### src/rtl/uwire_pkg.sv
package uwire_pkg;

    // register offsets
    localparam logic [1:0] OFF_CTRL  = 2'd0;
    localparam logic [1:0] OFF_DLO   = 2'd1;
    localparam logic [1:0] OFF_DHI   = 2'd2;
    localparam logic [1:0] OFF_WADDR = 2'd3;

    // command codes written to the control offset
    localparam logic [7:0] CMD_EWEN  = 8'h01;
    localparam logic [7:0] CMD_READ  = 8'h02;
    localparam logic [7:0] CMD_WRITE = 8'h03;

    // serial opcodes following the start bit
    typedef enum logic [1:0] {
        OP_EWEN  = 2'b00,
        OP_WRITE = 2'b01,
        OP_READ  = 2'b10
    } uw_op_e;

    typedef enum logic [2:0] {
        SQ_IDLE,
        SQ_SHIFT,
        SQ_GAP_PRE,
        SQ_POLL,
        SQ_GAP_END
    } sq_state_e;

    typedef struct packed {
        logic terr;
        logic werr;
        logic busy;
    } uw_status_t;

    function automatic logic [7:0] status_byte(uw_status_t s);
        return {5'b0, s};
    endfunction

    function automatic logic cmd_valid(logic [7:0] c);
        return (c == CMD_EWEN) || (c == CMD_READ) || (c == CMD_WRITE);
    endfunction

    function automatic uw_op_e cmd_to_op(logic [7:0] c);
        case (c)
            CMD_READ:  return OP_READ;
            CMD_WRITE: return OP_WRITE;
            default:   return OP_EWEN;
        endcase
    endfunction

endpackage

### src/rtl/uwire_tick.sv
module uwire_tick #(
    parameter int DIV = 50
) (
    input  logic clk,
    input  logic rst,
    input  logic en,
    output logic tick
);
    localparam int CW = (DIV < 2) ? 1 : $clog2(DIV);
    localparam logic [CW-1:0] LAST = CW'(DIV - 1);

    logic [CW-1:0] cnt;

    always_ff @(posedge clk) begin
        if (rst || !en)        cnt <= '0;
        else if (cnt == LAST)  cnt <= '0;
        else                   cnt <= cnt + 1'b1;
    end

    assign tick = en && (cnt == LAST);
endmodule

### src/rtl/uwire_guard.sv
module uwire_guard #(
    parameter int ADDR_W     = 6,
    parameter int FACT_WORDS = 16
) (
    input  logic              is_write,
    input  logic              jumper,
    input  logic [ADDR_W-1:0] word_addr,
    output logic              blocked
);
    generate
        if (FACT_WORDS == 0) begin : g_open
            logic unused_in;
            assign unused_in = is_write ^ jumper ^ (^word_addr);
            assign blocked   = 1'b0;
        end else begin : g_fence
            localparam logic [ADDR_W:0] LIMIT = (ADDR_W+1)'(FACT_WORDS);
            assign blocked = is_write && !jumper && ({1'b0, word_addr} < LIMIT);
        end
    endgenerate
endmodule

### src/rtl/uwire_seq.sv
module uwire_seq
    import uwire_pkg::*;
#(
    parameter int ADDR_W    = 6,
    parameter int TMO_TICKS = 20000
) (
    input  logic              clk,
    input  logic              rst,
    input  logic              start,
    input  uw_op_e            op,
    input  logic [ADDR_W-1:0] addr,
    input  logic [15:0]       wdata,
    input  logic              tick,
    input  logic              ee_do,
    output logic              busy,
    output logic [15:0]       rd_word,
    output logic              terr_pulse,
    output logic              cs,
    output logic              sk,
    output logic              di
);
    localparam int HDR = 3 + ADDR_W;
    localparam int FW  = HDR + 16;
    localparam int IW  = $clog2(FW + 1);
    localparam int TW  = $clog2(TMO_TICKS + 1);
    localparam logic [IW-1:0] RX_FIRST = IW'(HDR);
    localparam logic [TW-1:0] TMO_LAST = TW'(TMO_TICKS - 1);

    sq_state_e        state;
    uw_op_e           op_q;
    logic [FW-1:0]    frame_q, frame_new;
    logic [IW-1:0]    idx, last_idx;
    logic [15:0]      rx;
    logic             gcnt;
    logic [TW-1:0]    tmo;

    always_comb begin
        case (op)
            OP_WRITE: frame_new = {1'b1, OP_WRITE, addr, wdata};
            OP_READ:  frame_new = {1'b1, OP_READ, addr, 16'h0};
            default:  frame_new = {1'b1, OP_EWEN, 2'b11, {(ADDR_W-2){1'b0}}, 16'h0};
        endcase
    end

    always_comb begin
        case (op_q)
            OP_WRITE: last_idx = IW'(HDR + 15);
            OP_READ:  last_idx = IW'(HDR + 16);
            default:  last_idx = IW'(HDR - 1);
        endcase
    end

    assign busy = (state != SQ_IDLE);

    always_ff @(posedge clk) begin
        if (rst) begin
            state      <= SQ_IDLE;
            op_q       <= OP_EWEN;
            frame_q    <= '0;
            idx        <= '0;
            rx         <= '0;
            gcnt       <= 1'b0;
            tmo        <= '0;
            rd_word    <= '0;
            terr_pulse <= 1'b0;
            cs         <= 1'b0;
            sk         <= 1'b0;
            di         <= 1'b0;
        end else begin
            terr_pulse <= 1'b0;
            case (state)
                SQ_IDLE: if (start) begin
                    frame_q <= frame_new;
                    op_q    <= op;
                    idx     <= '0;
                    cs      <= 1'b1;
                    sk      <= 1'b0;
                    di      <= frame_new[FW-1];
                    state   <= SQ_SHIFT;
                end
                SQ_SHIFT: if (tick) begin
                    if (!sk) begin
                        sk <= 1'b1;
                        if (op_q == OP_READ && idx >= RX_FIRST)
                            rx <= {rx[14:0], ee_do};
                    end else begin
                        sk <= 1'b0;
                        if (idx == last_idx) begin
                            cs   <= 1'b0;
                            di   <= 1'b0;
                            gcnt <= 1'b0;
                            if (op_q == OP_READ) rd_word <= rx;
                            state <= (op_q == OP_WRITE) ? SQ_GAP_PRE : SQ_GAP_END;
                        end else begin
                            idx     <= idx + 1'b1;
                            frame_q <= {frame_q[FW-2:0], 1'b0};
                            di      <= frame_q[FW-2];
                        end
                    end
                end
                SQ_GAP_PRE: if (tick) begin
                    if (gcnt) begin
                        cs    <= 1'b1;
                        tmo   <= '0;
                        state <= SQ_POLL;
                    end else gcnt <= 1'b1;
                end
                SQ_POLL: if (tick) begin
                    if (ee_do) begin
                        cs    <= 1'b0;
                        gcnt  <= 1'b0;
                        state <= SQ_GAP_END;
                    end else if (tmo == TMO_LAST) begin
                        terr_pulse <= 1'b1;
                        cs         <= 1'b0;
                        gcnt       <= 1'b0;
                        state      <= SQ_GAP_END;
                    end else tmo <= tmo + 1'b1;
                end
                SQ_GAP_END: if (tick) begin
                    if (gcnt) state <= SQ_IDLE;
                    else      gcnt  <= 1'b1;
                end
                default: state <= SQ_IDLE;
            endcase
        end
    end
endmodule

### src/rtl/uwire_eeprom_ctrl.sv
module uwire_eeprom_ctrl
    import uwire_pkg::*;
#(
    parameter int ADDR_W     = 6,
    parameter int DIV        = 50,
    parameter int TMO_TICKS  = 20000,
    parameter int FACT_WORDS = 16
) (
    input  logic       clk,
    input  logic       rst,
    input  logic [1:0] reg_addr,
    input  logic       reg_wr,
    input  logic [7:0] reg_wdata,
    output logic [7:0] reg_rdata,
    input  logic       fact_jmp,
    output logic       ee_cs,
    output logic       ee_sk,
    output logic       ee_di,
    input  logic       ee_do
);
    logic [15:0]       wr_word;
    logic [ADDR_W-1:0] waddr;
    logic              werr, terr;
    logic              busy, tick, terr_pulse, blocked;
    logic              ctrl_wr, cmd_ok, start, prot_hit;
    logic [15:0]       seq_rd;
    uw_op_e            req_op;
    uw_status_t        stat;

    assign ctrl_wr  = reg_wr && (reg_addr == OFF_CTRL);
    assign cmd_ok   = cmd_valid(reg_wdata);
    assign req_op   = cmd_to_op(reg_wdata);
    assign prot_hit = ctrl_wr && !busy && cmd_ok && blocked;
    assign start    = ctrl_wr && !busy && cmd_ok && !blocked;

    uwire_guard #(.ADDR_W(ADDR_W), .FACT_WORDS(FACT_WORDS)) u_guard (
        .is_write  (cmd_ok && (req_op == OP_WRITE)),
        .jumper    (fact_jmp),
        .word_addr (waddr),
        .blocked   (blocked)
    );

    uwire_tick #(.DIV(DIV)) u_tick (
        .clk  (clk),
        .rst  (rst),
        .en   (busy),
        .tick (tick)
    );

    uwire_seq #(.ADDR_W(ADDR_W), .TMO_TICKS(TMO_TICKS)) u_seq (
        .clk        (clk),
        .rst        (rst),
        .start      (start),
        .op         (req_op),
        .addr       (waddr),
        .wdata      (wr_word),
        .tick       (tick),
        .ee_do      (ee_do),
        .busy       (busy),
        .rd_word    (seq_rd),
        .terr_pulse (terr_pulse),
        .cs         (ee_cs),
        .sk         (ee_sk),
        .di         (ee_di)
    );

    always_ff @(posedge clk) begin
        if (rst) begin
            wr_word <= '0;
            waddr   <= '0;
            werr    <= 1'b0;
            terr    <= 1'b0;
        end else begin
            if (reg_wr && reg_addr == OFF_DLO)   wr_word[7:0]  <= reg_wdata;
            if (reg_wr && reg_addr == OFF_DHI)   wr_word[15:8] <= reg_wdata;
            if (reg_wr && reg_addr == OFF_WADDR) waddr <= reg_wdata[ADDR_W-1:0];
            if (start)         werr <= 1'b0;
            else if (prot_hit) werr <= 1'b1;
            if (start)           terr <= 1'b0;
            else if (terr_pulse) terr <= 1'b1;
        end
    end

    assign stat = '{terr: terr, werr: werr, busy: busy};

    always_comb begin
        case (reg_addr)
            OFF_CTRL: reg_rdata = status_byte(stat);
            OFF_DLO:  reg_rdata = seq_rd[7:0];
            OFF_DHI:  reg_rdata = seq_rd[15:8];
            default:  reg_rdata = 8'(waddr);
        endcase
    end
endmodule

### config.mk
export PLATFORM = sky130hd
export DESIGN_NAME = uwire_eeprom_ctrl
export DESIGN_NICKNAME = d
export VERILOG_FILES = /design/src/rtl/uwire_pkg.sv /design/src/rtl/uwire_tick.sv /design/src/rtl/uwire_guard.sv /design/src/rtl/uwire_seq.sv /design/src/rtl/uwire_eeprom_ctrl.sv
export SDC_FILE = /design/constraint.sdc
export NUM_CORES = 1
export LEC_CHECK = 0
export BUFFER_PORTS_ARGS = -buffer_cell sky130_fd_sc_hd__buf_2
export CAP_MARGIN = 0
export CELL_PAD_IN_SITES_DETAIL_PLACEMENT = 0
export CELL_PAD_IN_SITES_GLOBAL_PLACEMENT = 1
export CORE_MARGIN = 1.5
export CORE_UTILIZATION = 42
export CTS_CLUSTER_SIZE = 10
export DETAILED_ROUTE_END_ITERATION = 10
export GPL_TIMING_DRIVEN = 0
export PLACE_DENSITY = 0.77
export SLEW_MARGIN = 20
export SYNTH_ARGS = -nofsm -noshare
export SYNTH_HDL_FRONTEND = slang
export SYNTH_SLANG_ARGS = --single-unit
### constraint.sdc
create_clock -name clk -period 2.6 [get_ports clk]
set_input_delay 0.39 -clock clk [delete_from_list [all_inputs] [get_ports clk]]
set_output_delay 0.39 -clock clk [all_outputs]
set_load 0.01 [all_outputs]
==> results_dict.tcl, run 1 <==
set metrics [dict create \
    ys_seq_area_share_pct 44.5 \
    critPathArrivalTime_ns 2.09 \
    status "finished, final reports clean" \
    slew_viol_final 0 \
    async_flop_share_pct 0 \
    p_int_mw 3.38 \
    first_pass_iters 5 \
    ys.flop_type "dfxtp_1" \
    hold_class "input port to register" \
    yosysTopAreaCell "dfxtp_1" \
    worstMarginPinSlew_ns 0.660 \
    final_hold_viol_count 0 \
    syn_inst 629 \
    cts_made_buffers 17 \
    synth_edf_count 0 \
    p_seq_share_pct 41.9 \
    vias 4545 \
    p_leak_nw 2.34 \
    route.detailed.drc 0 \
    antenna_found_initial 0 \
    switching_share_pct 21.3 \
    htree_levels 4 \
    synthTopCellsByCount "116 x dfxtp_1, 108 x nand2_1, 87 x nor2_1" \
    met1_usage_pct 28.0 \
    fp.dieH_um 114 \
    combPwrFrac_pct 2.7 \
    grt_max_degree 17 \
    powerDensity_nw_per_um2 683 \
    drive_above_1_share_pct 14.1 \
    cts.sinks 116 \
    crit_type "register to output pin" \
    dp_cells 820 \
    die-area_sq_um 13100 \
    grt_pass1_wl_um 21900 \
    whs_path_depth 3 \
    maxCapViolations 0 \
    ff2ff_path_depth 9 \
    crit_fanout 8 \
    switchingPower_mw 0.917 \
    grt_use_met3_pct 4.66 \
    crit_required_ns 2.21 \
    synth-seq-cells 116 \
    gr-total-overflow 0 \
    area_growth_pct 20.5 \
    final_area_sq_um 6290 \
    fin_nets 704 \
    grtUsageMet2_pct 35.1 \
    synth.top_cell.area_share_pct 44.5 \
    synth_nets 656 \
    peakVddDrop_v 0.000459 \
    busiest_layer "met2" \
    grt_pass1_vias 4413 \
    place_area_sq_um 5550 \
    cts_tree "yes" \
    clk_path_buf_depth 2 \
    period_share_pct 95.4 \
    root_buffer "clkbuf_16" \
    antennaDiodeCount 0 \
    synth_area_leaders "dfxtp_1 45%, nand2_1 7.8%, nor2_1 6.3%, mux2i_1 4.8%, nand3_1 4.6%" \
    top_level_ports 26 \
    place_congestion 0.821 \
    maxSlewHeadroom_pct 56.0 \
    final_cells 858 \
    final.setup_skew_ns 0.00672 \
    clk_pin_slew_ns 0.05 \
    fp-row-count 40 \
    die_w_um 114 \
    min_period_ns 2.48 \
    hpwl_um 9240 \
    cp-end-kind "output pin" \
    crit_path_start_kind "register" \
    wl_um 13300 \
    clk_latency_ns 0.41 \
    wire_per_inst_um 15.4 \
    yosysMostFrequentCell "dfxtp_1" \
    synth_area_sq_um 5220 \
    drtIter0Drc 344 \
    yosys_warnings 0 \
    avgSynthCellArea_sq_um 8.29 \
    synth_cell_type_count 52 \
    max_freq_ghz 0.403 \
    rsz0062_at_grt "false" \
    antenna_left 0 \
    grt_use_total_pct 21.5 \
    fin_util_pct 52.1 \
    start_util_pct 43.2 \
    io_buffers 23 \
    core_area_sq_um 12100 \
    clkPwrFrac_pct 55.4 \
    via_per_inst 5.30 \
    finalSetupViolCount 0 \
]
-- what timing repair did --
action                                  CTS  global route
resized for setup                         5            12
setup buffers                             2             6
pin swaps                                 1             2
endpoints found under the setup margin   39            63
hold endpoints to repair                  0             0
hold buffers                              0             0
-- state kept, by name (all words and copies together) (netlist names), 2 cells and up --
signal         cells
waddr              6
u_seq.op_q         2
u_seq.tmo         15
u_tick.cnt         6
u_seq.idx          5
u_seq.rx          16
u_seq.frame_q     24
u_seq.rd_word     16
u_seq.state        3
wr_word           16
-- per-stage QoR --
step	power (mW)	hold slack [ns]	setup WS [ns]	setup TNS, ns
after detailed placement	1.95	0.431	-0.729	-23.63
after global routing	4.42	0.277	0.00457	0
after floorplan	1.90	0.411	0.0753	0
final	4.30	0.277	0.120	0
after CTS	4.34	0.261	0.0221	0
after global placement	1.95	0.426	-0.719	-22.29
-- worst max-delay path: stages, from the launching register on --
cell	delay, ns
dfxtp_1	0.30
buf_2	0.19
nor2_2	0.28
nand2_2	0.22
mux4_2	0.53
buf_2	0.16
-- per-layer routing --
| layer | vias to the layer above | wire length, um |
|---|---|---|
| met5 | - | 0 |
| met4 | 0 | 194 |
| met3 | 14 | 500 |
| met2 | 78 | 6320 |
| met1 | 2184 | 6240 |
| li1 | 2269 | - |
-- cells in the final DEF, fill, tap and decap left out, types with 21 or more instances in the layout --
master    instances
a21oi_1          39
buf_2            29
clkbuf_1         23
dfxtp_1         116
mux2i_1          25
nand2_1         107
nand3_1          48
nor2_1           85
o21ai_0          21
-- power by group through the flow --
stage                     clock network, mW  logic, mW  registers, mW
after global placement                    0      0.111           1.84
after CTS                              2.43      0.115           1.80
after detailed placement                  0      0.112           1.84
final                                  2.38      0.116           1.80
after floorplan                           0     0.0670           1.83
after global routing                   2.49      0.127           1.80
-- area by class of cell --
class                      instances  area (sq um)
clock buffer                      19           453
buffer                            34           149
timing repair buffer              31           175
fill                            1146          5780
inverter                          14          52.6
clock inverter                    13           156
tap                              168           210
multi-input combinational        463          2770
sequential                       116          2320
-- kinds of logic (layout without fill, tap and decap cells) --
| group | after synthesis | after routing | share of synthesized area, % |
|---|---|---|---|
| AOI/OAI and AO/OA | 90 | 90 | 10.9 |
| buffers and inverters | 50 | 111 | 3.96 |
| and+or+nand+nor | 306 | 306 | 27.0 |
| xor gates and xnor gates | 24 | 24 | 4.03 |
| DFF | 116 | 116 | 44.5 |
| muxes | 31 | 31 | 6.74 |
| adders and majority gates | 12 | 12 | 2.88 |
-- final timing paths --
check	start	to	slack [ns]
max reg2reg	u_seq.op_q[0]	u_seq.state[2]	0.18
min	ee_do	u_seq.rx[0]	0.28
min reg2reg	u_seq.terr_pulse	terr	0.44
max	u_seq.state[2]	reg_rdata[0]	0.12
No activity file was read; power rests on OpenSTA's default activity.
==> run 2, diff against run 1 <==
--- a/config.mk
+++ b/config.mk
@@ -9,6 +9,7 @@
 export CAP_MARGIN = 0
 export CELL_PAD_IN_SITES_DETAIL_PLACEMENT = 0
 export CELL_PAD_IN_SITES_GLOBAL_PLACEMENT = 1
+export CORE_ASPECT_RATIO = 0.75
 export CORE_MARGIN = 1.5
 export CORE_UTILIZATION = 42
 export CTS_CLUSTER_SIZE = 10
==> constraint.sdc (replaced) <==
create_clock -name clk -period 2.6 [get_ports clk]
set_input_delay 0 -clock clk [delete_from_list [all_inputs] [get_ports clk]]
set_output_delay 0 -clock clk [all_outputs]
set_load 0.01 [all_outputs]
==> run 2 against run 1 <==
Effect of this change: wire length grew 2.5%; cell area grew 0.62%; sequential cell count is the same; largest cell class unchanged; largest power group unchanged.
==> results_dict.tcl, run 2 (synthesis results as in run 1) <==
set metrics [dict create \
    status "finished, final reports clean" \
    wl_um 13600 \
    drive_above_1_share_pct 13.2 \
    cp-end-kind "register" \
    start_util_pct 42.7 \
    layout_common_cells "116 x dfxtp_1, 108 x nand2_1, 86 x nor2_1, 48 x nand3_1, 39 x a21oi_1" \
    die_w_um 132 \
    clk_latency_ns 0.41 \
    powerDensity_nw_per_um2 669 \
    crit_type "register to register" \
    antenna_left 0 \
    drtIter0Drc 211 \
    grt_max_degree 17 \
    maxCapViolations 0 \
    root_buffer "clkbuf_16" \
    max_freq_ghz 0.412 \
    route.detailed.drc 0 \
    fin_util_pct 51.8 \
    core_area_sq_um 12200 \
    area_growth_pct 21.3 \
    p_leak_nw 2.35 \
    dp_cells 818 \
    via_per_inst 5.34 \
    top_level_ports 26 \
    final_common_cell "dfxtp_1" \
    period_share_pct 93.4 \
    first_pass_iters 5 \
    final_hold_viol_count 0 \
    htree_levels 4 \
    regMostFlops "u_seq.frame_q" \
    fin_nets 712 \
    cts.sinks 116 \
    rsz0062_at_grt "false" \
    wire_per_inst_um 15.7 \
    maxSlewHeadroom_pct 61.1 \
    slew_viol_final 0 \
    peakVddDrop_v 0.000493 \
    finalSetupViolCount 0 \
    worstMarginPinSlew_ns 0.583 \
    critPathArrivalTime_ns 2.70 \
    die-area_sq_um 13100 \
    n_fill_cell 1147 \
    clk_pin_slew_ns 0.06 \
    antennaDiodeCount 0 \
    min_period_ns 2.43 \
    fp.dieH_um 99.5 \
    crit_required_ns 2.87 \
    hold_class "input port to register" \
    vias 4609 \
    place_congestion 0.864 \
    final.setup_skew_ns 0.0119 \
    crit_fanout 10 \
    crit_path_start_kind "register" \
    fp-row-count 35 \
    io_buffers 23 \
    grt_pass1_wl_um 22500 \
    gr-total-overflow 0 \
    largest_reg_flops 24 \
    grt_pass1_vias 4295 \
    cts_tree "yes" \
    clk_path_buf_depth 2 \
    cts_made_buffers 17 \
    antenna_found_initial 0 \
    hpwl_um 9380 \
    grt_use_total_pct 21.9 \
    hold_ws_ns 0.241 \
    final_cells 863 \
]
[run 2: through the flow]
step	cell area (sq um)	power [mW]	setup TNS [ns]	worst slack (ns)
CTS	6220	4.26	0	0.00427
finish	6320	4.23	0	0.171
global placement	5540	1.95	-2.09	-0.188
global route	6320	4.36	0	0.00538
floorplan	5220	1.90	0	0.376
detailed placement	5540	1.95	-3.96	-0.220
[run 2: layout make-up]
cell class | instances | area, sq um | area share [%]
multi-input cells | 463 | 2740 | 43.3
flip-flops and latches | 116 | 2320 | 36.7
clock buffers | 20 | 457 | 7.22
repair buffers | 39 | 273 | 4.31
well taps | 166 | 208 | 3.28
plain buffers | 34 | 150 | 2.37
clock inverters | 11 | 126 | 2.00
inverters | 14 | 52.6 | 0.831
[run 2: repair_timing]
item | CTS | global route
buffers inserted | 0 | 6
setup endpoints to repair | 0 | 67
hold endpoints to repair | 27 | 0
hold buffers | 10 | 0
gates resized for setup | 0 | 16
[run 2: where the power goes]
group | total (mW) | switching [mW] | internal [mW]
Sequential | 1.80 | 0.00917 | 1.79
Clock | 2.30 | 0.843 | 1.46
Combinational | 0.128 | 0.0825 | 0.0459
[run 2: worst paths after layout]
kind / startpoint / to / slack [ns] / depth (start not counted)
worst max-delay path: u_seq.state[1] / u_seq.rx[12] / 0.17 / 9
worst min-delay path: reg_wr / waddr[3] / 0.24 / 4
worst max register to register: u_seq.state[1] / u_seq.rx[12] / 0.17 / 9
worst min register to register: u_seq.frame_q[0] / u_seq.frame_q[0] / 0.45 / 2
[run 2: critical path, stage by stage, from the launching register on]
cell	delay [ns]
dfxtp_1	0.30
buf_2	0.25
inv_1	0.19
nand2_1	0.31
nand2_1	0.16
or4_1	0.48
clkbuf_1	0.21
buf_2	0.24
nand2_1	0.09
a21oi_1	0.06
[run 2: layer usage]
metal | GRT usage [%] | routed length (um) | up-vias
li1 | - | - | 2287
met1 | 31.1 | 6820 | 2201
met2 | 32.8 | 5940 | 105
met3 | 4.99 | 614 | 16
met4 | 7.44 | 216 | 0
met5 | 0 | 0 | -
==> run 3, diff against run 2 <==
--- a/config.mk
+++ b/config.mk
@@ -11,11 +11,12 @@
 export CELL_PAD_IN_SITES_GLOBAL_PLACEMENT = 1
 export CORE_ASPECT_RATIO = 0.75
 export CORE_MARGIN = 1.5
-export CORE_UTILIZATION = 42
+export CORE_UTILIZATION = 43
+export CTS_BUF_LIST = sky130_fd_sc_hd__clkbuf_8
 export CTS_CLUSTER_SIZE = 10
 export DETAILED_ROUTE_END_ITERATION = 10
 export GPL_TIMING_DRIVEN = 0
-export PLACE_DENSITY = 0.77
+export PLACE_DENSITY = 0.78
 export SLEW_MARGIN = 20
 export SYNTH_ARGS = -nofsm -noshare
 export SYNTH_HDL_FRONTEND = slang
==> run 3 against run 2 <==
Effect of this change: utilization rose by 0.52 points; hold slack worse by 0.079 ns; cell area decreased by 3.3%; combinational power barely moved; global-route usage up 0.72 points; sequential cell count is the same; maximum frequency increased by 0.66%; clock skew is 0.0024 ns higher; clock-buffer cell count fell by 2.
==> results_dict.tcl, run 3 (synthesis results as in run 1) <==
set metrics [dict create \
    status "finished, final reports clean" \
    grt_use_total_pct 22.6 \
    antenna_left 0 \
    cts.sinks 116 \
    fin_nets 708 \
    final_area_sq_um 6120 \
    cts_tree "yes" \
    die_w_um 130 \
    crit_path_start_kind "input port" \
    p_leak_nw 2.27 \
    period_share_pct 92.8 \
    largest_reg_flops 24 \
    hpwl_um 9330 \
    cts_made_buffers 17 \
    reg2reg_slack_ns 0.19 \
    antennaDiodeCount 0 \
    io_buffers 23 \
    critPathArrivalTime_ns 2.71 \
    hold_class "input port to register" \
    min_period_ns 2.41 \
    path_cells "buf_2 -> nor4_1 -> and2_1 -> nand3_1 -> inv_1 -> ha_1 -> nor4b_1 -> o32ai_4 -> buf_2 -> o21ai_0 -> nor2_1" \
    via_per_inst 5.36 \
    hold_ws_ns 0.162 \
    path_common_cell "buf_2" \
    fin_util_pct 52.3 \
    grt_pass1_wl_um 22300 \
    power_mw 3.81 \
    drtIter0Drc 315 \
    slew_viol_final 0 \
    cp-end-kind "register" \
    finalSetupViolCount 0 \
    maxCapViolations 0 \
    wl_um 13600 \
    final_hold_viol_count 0 \
    clk_latency_ns 0.44 \
    layout_common_cells "116 x dfxtp_1, 108 x nand2_1, 87 x nor2_1, 48 x nand3_1, 40 x a21oi_1" \
    fp.dieH_um 98.4 \
    clk_path_buf_depth 2 \
    crit_family "simple AND/OR/NAND/NOR gates" \
    n_fill_cell 1145 \
    crit_type "input port to register" \
    gr-total-overflow 0 \
    clk_pin_slew_ns 0.07 \
    wire_per_inst_um 15.9 \
    top_level_ports 26 \
    crit_buf_inv 3 \
    fp-row-count 34 \
    vias 4589 \
    htree_levels 4 \
    route.detailed.drc 0 \
    critPathMaxStageDelay_ns 0.72 \
    root_buffer "clkbuf_8" \
    drive_above_1_share_pct 12.5 \
    grt_pass1_vias 4320 \
    crit_fanout 10 \
    area_growth_pct 17.3 \
    crit_slowest_cell "nor4b_1" \
    place_congestion 0.842 \
    worstMarginPinSlew_ns 0.885 \
    regMostFlops "u_seq.frame_q" \
    final_common_cell "dfxtp_1" \
    grt_max_degree 17 \
    crit_required_ns 2.90 \
    place_area_sq_um 5530 \
    maxSlewHeadroom_pct 40.2 \
    core_area_sq_um 11700 \
    die-area_sq_um 12800 \
    antenna_found_initial 0 \
    first_pass_iters 4 \
    peakVddDrop_v 0.000455 \
    final.setup_skew_ns 0.0143 \
    final_cells 856 \
    powerDensity_nw_per_um2 623 \
    max_freq_ghz 0.414 \
    dp_cells 814 \
    start_util_pct 44.6 \
]
-- run 3: cell count changes in the layout (fill, tap and decap cells not counted), moves of 2 or more --
cell,change
bufinv_16,+2
clkbuf_1,-2
clkbuf_16,-17
buf_4,-2
clkbuf_8,+16
-- run 3: report_power, final --
| part | internal [mW] | leakage [nW] | switching [mW] |
|---|---|---|---|
| clock | 1.08 | 0.214 | 0.805 |
| combinational | 0.0459 | 1.12 | 0.0830 |
| sequential | 1.79 | 0.936 | 0.00869 |
-- run 3: per-layer routing --
metal  up-vias  routed length (um)  GRT usage, %
met3        12                 701          5.53
met4         0                 145          5.98
met5         -                   0             0
met1      2180                6870          33.3
met2       128                5880          32.8
li1       2269                   -             -
-- run 3: worst register-to-register path, cell delays in order (launching register included) --
cell	delay, ns
dfxtp_1	0.38
ha_1	0.18
nand4b_1	0.20
nor3_1	0.42
nor3b_2	0.42
nand2_1	0.20
or4_1	0.51
nand2_1	0.07
-- run 3: final cells by class --
type,instances,area [sq um],area share [%]
Sequential cell,116,2320,38.0
Multi-Input combinational cell,463,2710,44.2
Tap cell,162,203,3.31
Timing Repair Buffer,36,238,3.89
Inverter,14,52.6,0.859
Clock buffer,18,248,4.05
Clock inverter,14,201,3.29
Buffer,33,146,2.39
-- run 3: path summary, 6_finish.rpt --
check | endpoint | from | cells past startpoint
worst min-delay path | werr | reg_wdata[7] | 5
worst max register to register | u_seq.tmo[14] | u_tick.cnt[0] | 7
worst min register to register | u_seq.rd_word[13] | u_seq.rd_word[13] | 2
worst max-delay path | u_seq.frame_q[2] | reg_wdata[3] | 11
-- run 3: repair_timing --
action                                  4_1_cts  5_1_grt
gates resized for setup                       1        9
hold endpoints to repair                     27        0
endpoints found under the setup margin        2       36
pin swaps                                     0        1
hold buffers                                 10        0
buffers inserted                              0        3
-- run 3: through the flow --
| stage | setup TNS [ns] | setup slack (ns) |
|---|---|---|
| detailed placement | -3.92 | -0.231 |
| floorplan | 0 | 0.376 |
| CTS | 0 | 0.0211 |
| finish | 0 | 0.187 |
| global route | -0.123 | -0.0421 |
| global placement | -1.34 | -0.137 |
